**src/rtl/mr_pkg.sv**
```systemverilog
package mr_pkg;
  typedef enum logic [2:0] {
    RES_FETCH          = 3'd0,
    RES_MOVE           = 3'd1,
    RES_MOVE_SETM      = 3'd2,
    RES_FETCH_SEND     = 3'd3,
    RES_MOVE_SEND      = 3'd4,
    RES_FETCH_SETM     = 3'd5,
    RES_MOVE_SETM_SNDP = 3'd6,
    RES_MOVE_SETM_SNDI = 3'd7
  } res_op_e;

  typedef struct packed {
    logic wr_fetch;   // destination takes popped parameter
    logic load_m;     // load method register from result
    logic send;       // issue a send
    logic snd_param;  // send data is a popped parameter
    logic snd_inc;    // send data is result increment field
  } route_t;
endpackage

```
**src/rtl/mr_decode.sv**
```systemverilog
module mr_decode
  import mr_pkg::*;
(
  input  logic [2:0] code_i,
  output route_t     route_o
);
  always_comb begin
    route_o = '0;
    unique case (res_op_e'(code_i))
      RES_FETCH:          route_o.wr_fetch = 1'b1;
      RES_MOVE:           ;
      RES_MOVE_SETM:      route_o.load_m = 1'b1;
      RES_FETCH_SEND: begin
        route_o.wr_fetch = 1'b1;
        route_o.send     = 1'b1;
      end
      RES_MOVE_SEND:      route_o.send = 1'b1;
      RES_FETCH_SETM: begin
        route_o.wr_fetch = 1'b1;
        route_o.load_m   = 1'b1;
      end
      RES_MOVE_SETM_SNDP: begin
        route_o.load_m    = 1'b1;
        route_o.send      = 1'b1;
        route_o.snd_param = 1'b1;
      end
      RES_MOVE_SETM_SNDI: begin
        route_o.load_m  = 1'b1;
        route_o.send    = 1'b1;
        route_o.snd_inc = 1'b1;
      end
      default: route_o = '0;
    endcase
  end
endmodule

```
**src/rtl/mr_param_fetch.sv**
```systemverilog
module mr_param_fetch #(
  parameter int DATA_W = 32
) (
  input  logic              clk_i,
  input  logic              rst_ni,
  input  logic              need_i,
  input  logic              commit_i,
  input  logic              param_valid_i,
  input  logic              param_end_i,
  input  logic [DATA_W-1:0] param_data_i,
  output logic              ok_o,
  output logic [DATA_W-1:0] value_o,
  output logic              pop_o,
  output logic              underflow_o
);
  logic uf_q;

  assign ok_o    = !need_i || param_valid_i || param_end_i;
  assign value_o = param_valid_i ? param_data_i : '0;
  assign pop_o   = commit_i && need_i && param_valid_i;

  always_ff @(posedge clk_i or negedge rst_ni) begin
    if (!rst_ni) uf_q <= 1'b0;
    else if (commit_i && need_i && !param_valid_i) uf_q <= 1'b1;
  end
  assign underflow_o = uf_q;

  AST_POP_HAS_DATA: assert property (@(posedge clk_i) disable iff (!rst_ni)
    pop_o |-> param_valid_i);
  AST_UF_STICKY: assert property (@(posedge clk_i) disable iff (!rst_ni)
    underflow_o |=> underflow_o);
endmodule

```
**src/rtl/mr_method_reg.sv**
```systemverilog
module mr_method_reg #(
  parameter int ADDR_W = 12,
  parameter int INC_W  = 6,
  localparam int M_W   = ADDR_W + INC_W
) (
  input  logic              clk_i,
  input  logic              rst_ni,
  input  logic              commit_i,
  input  logic              load_i,
  input  logic              send_i,
  input  logic [M_W-1:0]    load_val_i,
  output logic [ADDR_W-1:0] addr_o
);
  logic [M_W-1:0]    madr_q, base, madr_d;
  logic [INC_W-1:0]  base_inc;
  logic [ADDR_W-1:0] base_adr;

  assign base     = load_i ? load_val_i : madr_q;
  assign base_inc = base[M_W-1:ADDR_W];
  assign base_adr = base[ADDR_W-1:0];
  assign addr_o   = base_adr;

  always_comb begin
    madr_d = madr_q;
    if (commit_i) begin
      if (send_i) madr_d = {base_inc, base_adr + ADDR_W'(base_inc)};
      else        madr_d = base;
    end
  end

  always_ff @(posedge clk_i or negedge rst_ni) begin
    if (!rst_ni) madr_q <= '0;
    else         madr_q <= madr_d;
  end

  AST_INC_KEPT: assert property (@(posedge clk_i) disable iff (!rst_ni)
    (commit_i && send_i) |=> madr_q[M_W-1:ADDR_W] == $past(base_inc));
  AST_HOLD_NO_COMMIT: assert property (@(posedge clk_i) disable iff (!rst_ni)
    !commit_i |=> $stable(madr_q));
endmodule

```
**src/rtl/mr_router.sv**
```systemverilog
module mr_router
  import mr_pkg::*;
#(
  parameter int DATA_W = 32,
  parameter int ADDR_W = 12,
  parameter int INC_W  = 6,
  parameter int REG_N  = 8,
  localparam int REG_W = $clog2(REG_N),
  localparam int M_W   = ADDR_W + INC_W
) (
  input  logic              clk_i,
  input  logic              rst_ni,
  input  logic              op_valid_i,
  input  logic [2:0]        res_code_i,
  input  logic [REG_W-1:0]  dst_i,
  input  logic [DATA_W-1:0] result_i,
  output logic              done_o,
  output logic              busy_o,
  input  logic              param_valid_i,
  input  logic              param_end_i,
  input  logic [DATA_W-1:0] param_data_i,
  output logic              param_pop_o,
  output logic              underflow_o,
  output logic              rf_we_o,
  output logic [REG_W-1:0]  rf_waddr_o,
  output logic [DATA_W-1:0] rf_wdata_o,
  output logic              snd_valid_o,
  input  logic              snd_ready_i,
  output logic [ADDR_W-1:0] snd_addr_o,
  output logic [DATA_W-1:0] snd_data_o
);
  route_t            route;
  logic              need_fetch, fetch_ok, send_ok, commit;
  logic [DATA_W-1:0] fetch_val;

  mr_decode u_dec (.code_i(res_code_i), .route_o(route));

  assign need_fetch = route.wr_fetch || route.snd_param;

  mr_param_fetch #(.DATA_W(DATA_W)) u_fetch (
    .clk_i, .rst_ni,
    .need_i(need_fetch), .commit_i(commit),
    .param_valid_i, .param_end_i, .param_data_i,
    .ok_o(fetch_ok), .value_o(fetch_val),
    .pop_o(param_pop_o), .underflow_o
  );

  mr_method_reg #(.ADDR_W(ADDR_W), .INC_W(INC_W)) u_madr (
    .clk_i, .rst_ni,
    .commit_i(commit), .load_i(route.load_m), .send_i(route.send),
    .load_val_i(result_i[M_W-1:0]), .addr_o(snd_addr_o)
  );

  assign send_ok = !route.send || snd_ready_i;
  assign commit  = op_valid_i && fetch_ok && send_ok;
  assign done_o  = commit;
  assign busy_o  = op_valid_i && !commit;

  assign snd_valid_o = op_valid_i && route.send && fetch_ok;
  always_comb begin
    if (route.snd_param)    snd_data_o = fetch_val;
    else if (route.snd_inc) snd_data_o = DATA_W'(result_i[M_W-1:ADDR_W]);
    else                    snd_data_o = result_i;
  end

  assign rf_we_o    = commit && (dst_i != '0);
  assign rf_waddr_o = dst_i;
  assign rf_wdata_o = route.wr_fetch ? fetch_val : result_i;

  AST_NO_WR_R0: assert property (@(posedge clk_i) disable iff (!rst_ni)
    rf_we_o |-> rf_waddr_o != '0);
  AST_STALL_QUIET: assert property (@(posedge clk_i) disable iff (!rst_ni)
    busy_o |-> (!rf_we_o && !param_pop_o));
  AST_IDLE_QUIET: assert property (@(posedge clk_i) disable iff (!rst_ni)
    !op_valid_i |-> (!snd_valid_o && !rf_we_o && !param_pop_o));
  AST_SEND_ACCEPT: assert property (@(posedge clk_i) disable iff (!rst_ni)
    (snd_valid_o && snd_ready_i) |-> done_o);
endmodule

```
**config.mk**
```make
export PLATFORM = sky130hd
export DESIGN_NAME = mr_router
export DESIGN_NICKNAME = d
export VERILOG_FILES = /design/src/rtl/mr_pkg.sv /design/src/rtl/mr_decode.sv /design/src/rtl/mr_param_fetch.sv /design/src/rtl/mr_method_reg.sv /design/src/rtl/mr_router.sv
export SDC_FILE = /design/constraint.sdc
export NUM_CORES = 1
export LEC_CHECK = 0
export BUFFER_PORTS_ARGS = -buffer_cell sky130_fd_sc_hd__buf_2
export CORE_MARGIN = 1.5
export CORE_UTILIZATION = 35
export CTS_CLUSTER_SIZE = 40
export DETAILED_ROUTE_END_ITERATION = 6
export GPL_ROUTABILITY_DRIVEN = 0
export GPL_TIMING_DRIVEN = 0
export PLACE_DENSITY = 0.68
export SETUP_SLACK_MARGIN = 0.3
export SYNTH_ARGS = -nofsm -noshare
export SYNTH_HDL_FRONTEND = slang
export SYNTH_SLANG_ARGS = --single-unit
export TNS_END_PERCENT = 1
```
**constraint.sdc**
```tcl
create_clock -name clk_i -period 7.02 [get_ports clk_i]
set_clock_uncertainty 0.15 [all_clocks]
set_input_delay 0.351 -clock clk_i [delete_from_list [all_inputs] [get_ports clk_i]]
set_output_delay 0.351 -clock clk_i [all_outputs]
set_load 0.01 [all_outputs]
```
==> results.json <==
{
  "synth.cell_area_sq_mm": 0.00256,
  "clkSinkCount": 19,
  "hold_depth": 3,
  "slew_headroom_pct": 40.4,
  "cp-end-kind": "register",
  "reg2reg_slack_ns": 3.75,
  "crit_required_ns": 7.00,
  "synth_ff_type": "dfrtp_1",
  "finalCritPeriodShare_pct": 62.0,
  "synth_seq_area_share_pct": 18.6,
  "yosysWarnings": 0,
  "synthCells": 365,
  "io_buffers": 157,
  "core_area_sq_mm": 0.00694,
  "drt_iter0_drc": 163,
  "postSynthAreaPerCell_sq_um": 7.00,
  "cts_buffers": 3,
  "nFillCells": 728,
  "fmax_mhz": 230,
  "worstReg2RegEnd": "u_madr.madr_q[6]",
  "ys_types": 45,
  "drc": 0,
  "clk_pin_slew_ns": 0.08,
  "rows": 30,
  "status": "finished clean",
  "hold_violations": 0,
  "hpwlAfterDp_microns": 7610,
  "critical_path_class": "in -> reg",
  "worstHoldStart": "result_i[15]",
  "final_nets": 610,
  "antenna_found_initial": 0,
  "hold_ws_ns": 0.272,
  "post_drt_wl_per_cell_microns": 15.2,
  "via_per_inst": 5.30,
  "worst_pin_slew_ns": 0.892,
  "dr.pass1.iters": 5,
  "crit_fanout": 10,
  "drt-total-wl_microns": 9450,
  "worstSkewPairLatency_ns": 0.26,
  "powerDensity_mw_per_mm2": 192,
  "route.antenna.remaining_nets": 0,
  "synth-seq-cells": 19,
  "slew_viol_final": 0,
  "grt_pass1_wl_microns": 14200,
  "hold_class": "in -> reg",
  "design.die.area_sq_mm": 0.00783,
  "ys_async_sr_fraction_pct": 100,
  "cp.arrival_ns": 4.33,
  "fp.dieW_microns": 88.5,
  "track_usage_pct": 22.6,
  "start_kind": "input pin",
  "rsz0062_at_grt": "false",
  "ir_worst_vdd_v": 0.000146,
  "cts_tree": "built",
  "rr_startpoint": "u_madr.madr_q[0]",
  "cellLeakagePower_nw": 1.84,
  "fin_crit_ns": 4.35,
  "setup_viol": 0,
  "reg2reg_depth": 9,
  "drive_gt1_share_pct": 40.0,
  "grt_max_degree": 20,
  "htree_levels": 1,
  "finalSetupTns_ns": 0,
  "grt_pass1_vias": 2919,
  "io_pins": 161,
  "maxCapViolCount": 0,
  "grt_overflow": 0,
  "die_h_microns": 88.5,
  "start_util_pct": 36.8,
  "synth_edf_count": 0,
  "diodes": 0,
  "syn_to_final_growth_pct": 37.6,
  "holdPathEnd": "u_madr.madr_q[15]",
  "vias": 3302,
  "syn-num-nets": 447,
  "ctsLongestPathBuffers": 2,
  "root_buffer": "clkbuf_8"
}
[power by group]
part	internal (mW)	leakage [nW]	total (mW)	switching (mW)
clock network	0.0395	0.0255	0.0794	0.0398
logic	0.196	1.59	0.428	0.232
registers	0.147	0.225	0.170	0.0229
[layer usage]
metal	GRT usage, %	up-vias	part of all wire, %
li1	-	1602	-
met1	32.1	1567	45
met2	38.2	129	48
met3	2.99	4	6.8
met4	1.56	0	0.30
met5	0	-	0
[worst max-delay path by stage]
stage	from	slack, ns	to
finish	res_code_i[0]	2.67	u_madr.madr_q[6]
global route	res_code_i[0]	2.47	u_madr.madr_q[6]
CTS	res_code_i[0]	2.70	u_madr.madr_q[6]
detailed placement	res_code_i[0]	2.46	u_madr.madr_q[6]
global placement	res_code_i[0]	2.45	u_madr.madr_q[6]
floorplan	res_code_i[2]	2.94	u_madr.madr_q[6]
[cells in the final DEF (no fill, tap or decap), types with 2 or more instances in the layout]
cell type and n:
a2111oi_0 2, a211oi_1 3, a21bo_2 2, a21o_1 4, a21oi_1 14, a22o_1 26, and2_1 4, and3_1 6
and4_1 2, buf_2 164, buf_4 16, clkbuf_1 18, clkbuf_8 3, dfrtp_1 19, ha_1 5, inv_1 8
maj3_1 2, mux2_2 21, mux2i_1 5, mux2i_2 2, nand2_1 90, nand3_1 5, nor2_1 19, nor2b_1 2
nor3_1 3, o2111ai_1 2, o21a_1 2, o21ai_0 50, o31ai_1 4, xnor2_1 6
[state kept, by name (all words and copies together) (netlist names)]
register             flops
u_fetch.underflow_o      1
u_madr.madr_q           18
[worst max-delay path: stages]
cell,delay [ns]
buf_2,0.15
mux2i_2,0.47
buf_2,0.34
buf_2,0.32
mux2_2,0.39
ha_1,0.21
fa_1,0.42
a21o_1,0.20
maj3_1,0.35
mux2i_1,0.25
o21ai_2,0.15
and3_1,0.19
or4b_1,0.51
[cells by family (layout without fill, tap and decap cells)]
kind of cell | after synthesis | count (layout) | share of synthesized area, %
muxes | 28 | 28 | 12.3
and+or+nand+nor | 137 | 137 | 23.1
AOI/OAI and AO/OA | 117 | 117 | 29.9
buffers and inverters | 50 | 212 | 10.0
DFF | 19 | 19 | 18.6
adders and majority gates | 8 | 8 | 4.01
xor gates and xnor gates | 6 | 6 | 2.06
[cell type report]
cell class	instances	area, sq um	area share [%]
buffer	42	226	6.44
clock buffer	3	41.3	1.17
inverter	8	30.0	0.853
timing repair buffer	158	796	22.6
multi-input combinational	296	1820	51.8
clock inverter	1	5.00	0.142
tap	96	120	3.41
sequential	19	475	13.5
[cell usage after synthesis, types with 2 or more instances]
master / number / area (sq um)
a2111oi_0: 2 / 17.5
a211oi_1: 3 / 22.5
a21bo_2: 2 / 20.0
a21o_1: 4 / 30.0
a21oi_1: 14 / 70.1
a22o_1: 26 / 228
and2_1: 4 / 25.0
and3_1: 6 / 37.5
and4_1: 2 / 17.5
buf_2: 7 / 35.0
buf_4: 16 / 120
clkbuf_1: 18 / 67.6
dfrtp_1: 19 / 475
ha_1: 5 / 62.6
inv_1: 8 / 30.0
maj3_1: 2 / 20.0
mux2_2: 21 / 236
mux2i_1: 5 / 50.1
mux2i_2: 2 / 27.5
nand2_1: 90 / 338
nand3_1: 5 / 25.0
nor2_1: 19 / 71.3
nor2b_1: 2 / 12.5
nor3_1: 3 / 15.0
o2111ai_1: 2 / 17.5
o21a_1: 2 / 15.0
o21ai_0: 50 / 250
o31ai_1: 4 / 30.0
xnor2_1: 6 / 52.6
[timing repair]
action                                 in CTS  in global routing
endpoints found under the hold margin      19                  0
setup buffers                               0                  0
gates resized for setup                     0                  0
hold buffers                                1                  0
setup endpoints to repair                   0                  0
[per-stage QoR]
stage | area (sq um) | util (%) | worst slack [ns] | total power [mW] | cells
after detailed placement | 3460 | 49.9 | 2.46 | 0.592 | 618
after floorplan | 2560 | - | 2.94 | 0.453 | 365
after global routing | 3520 | 50.7 | 2.47 | 0.735 | 623
after global placement | 3460 | 49.9 | 2.45 | 0.582 | 618
final | 3520 | 50.7 | 2.67 | 0.677 | 623
after CTS | 3520 | 50.7 | 2.70 | 0.676 | 623
Note: power is estimated with default switching activity, not from simulation.
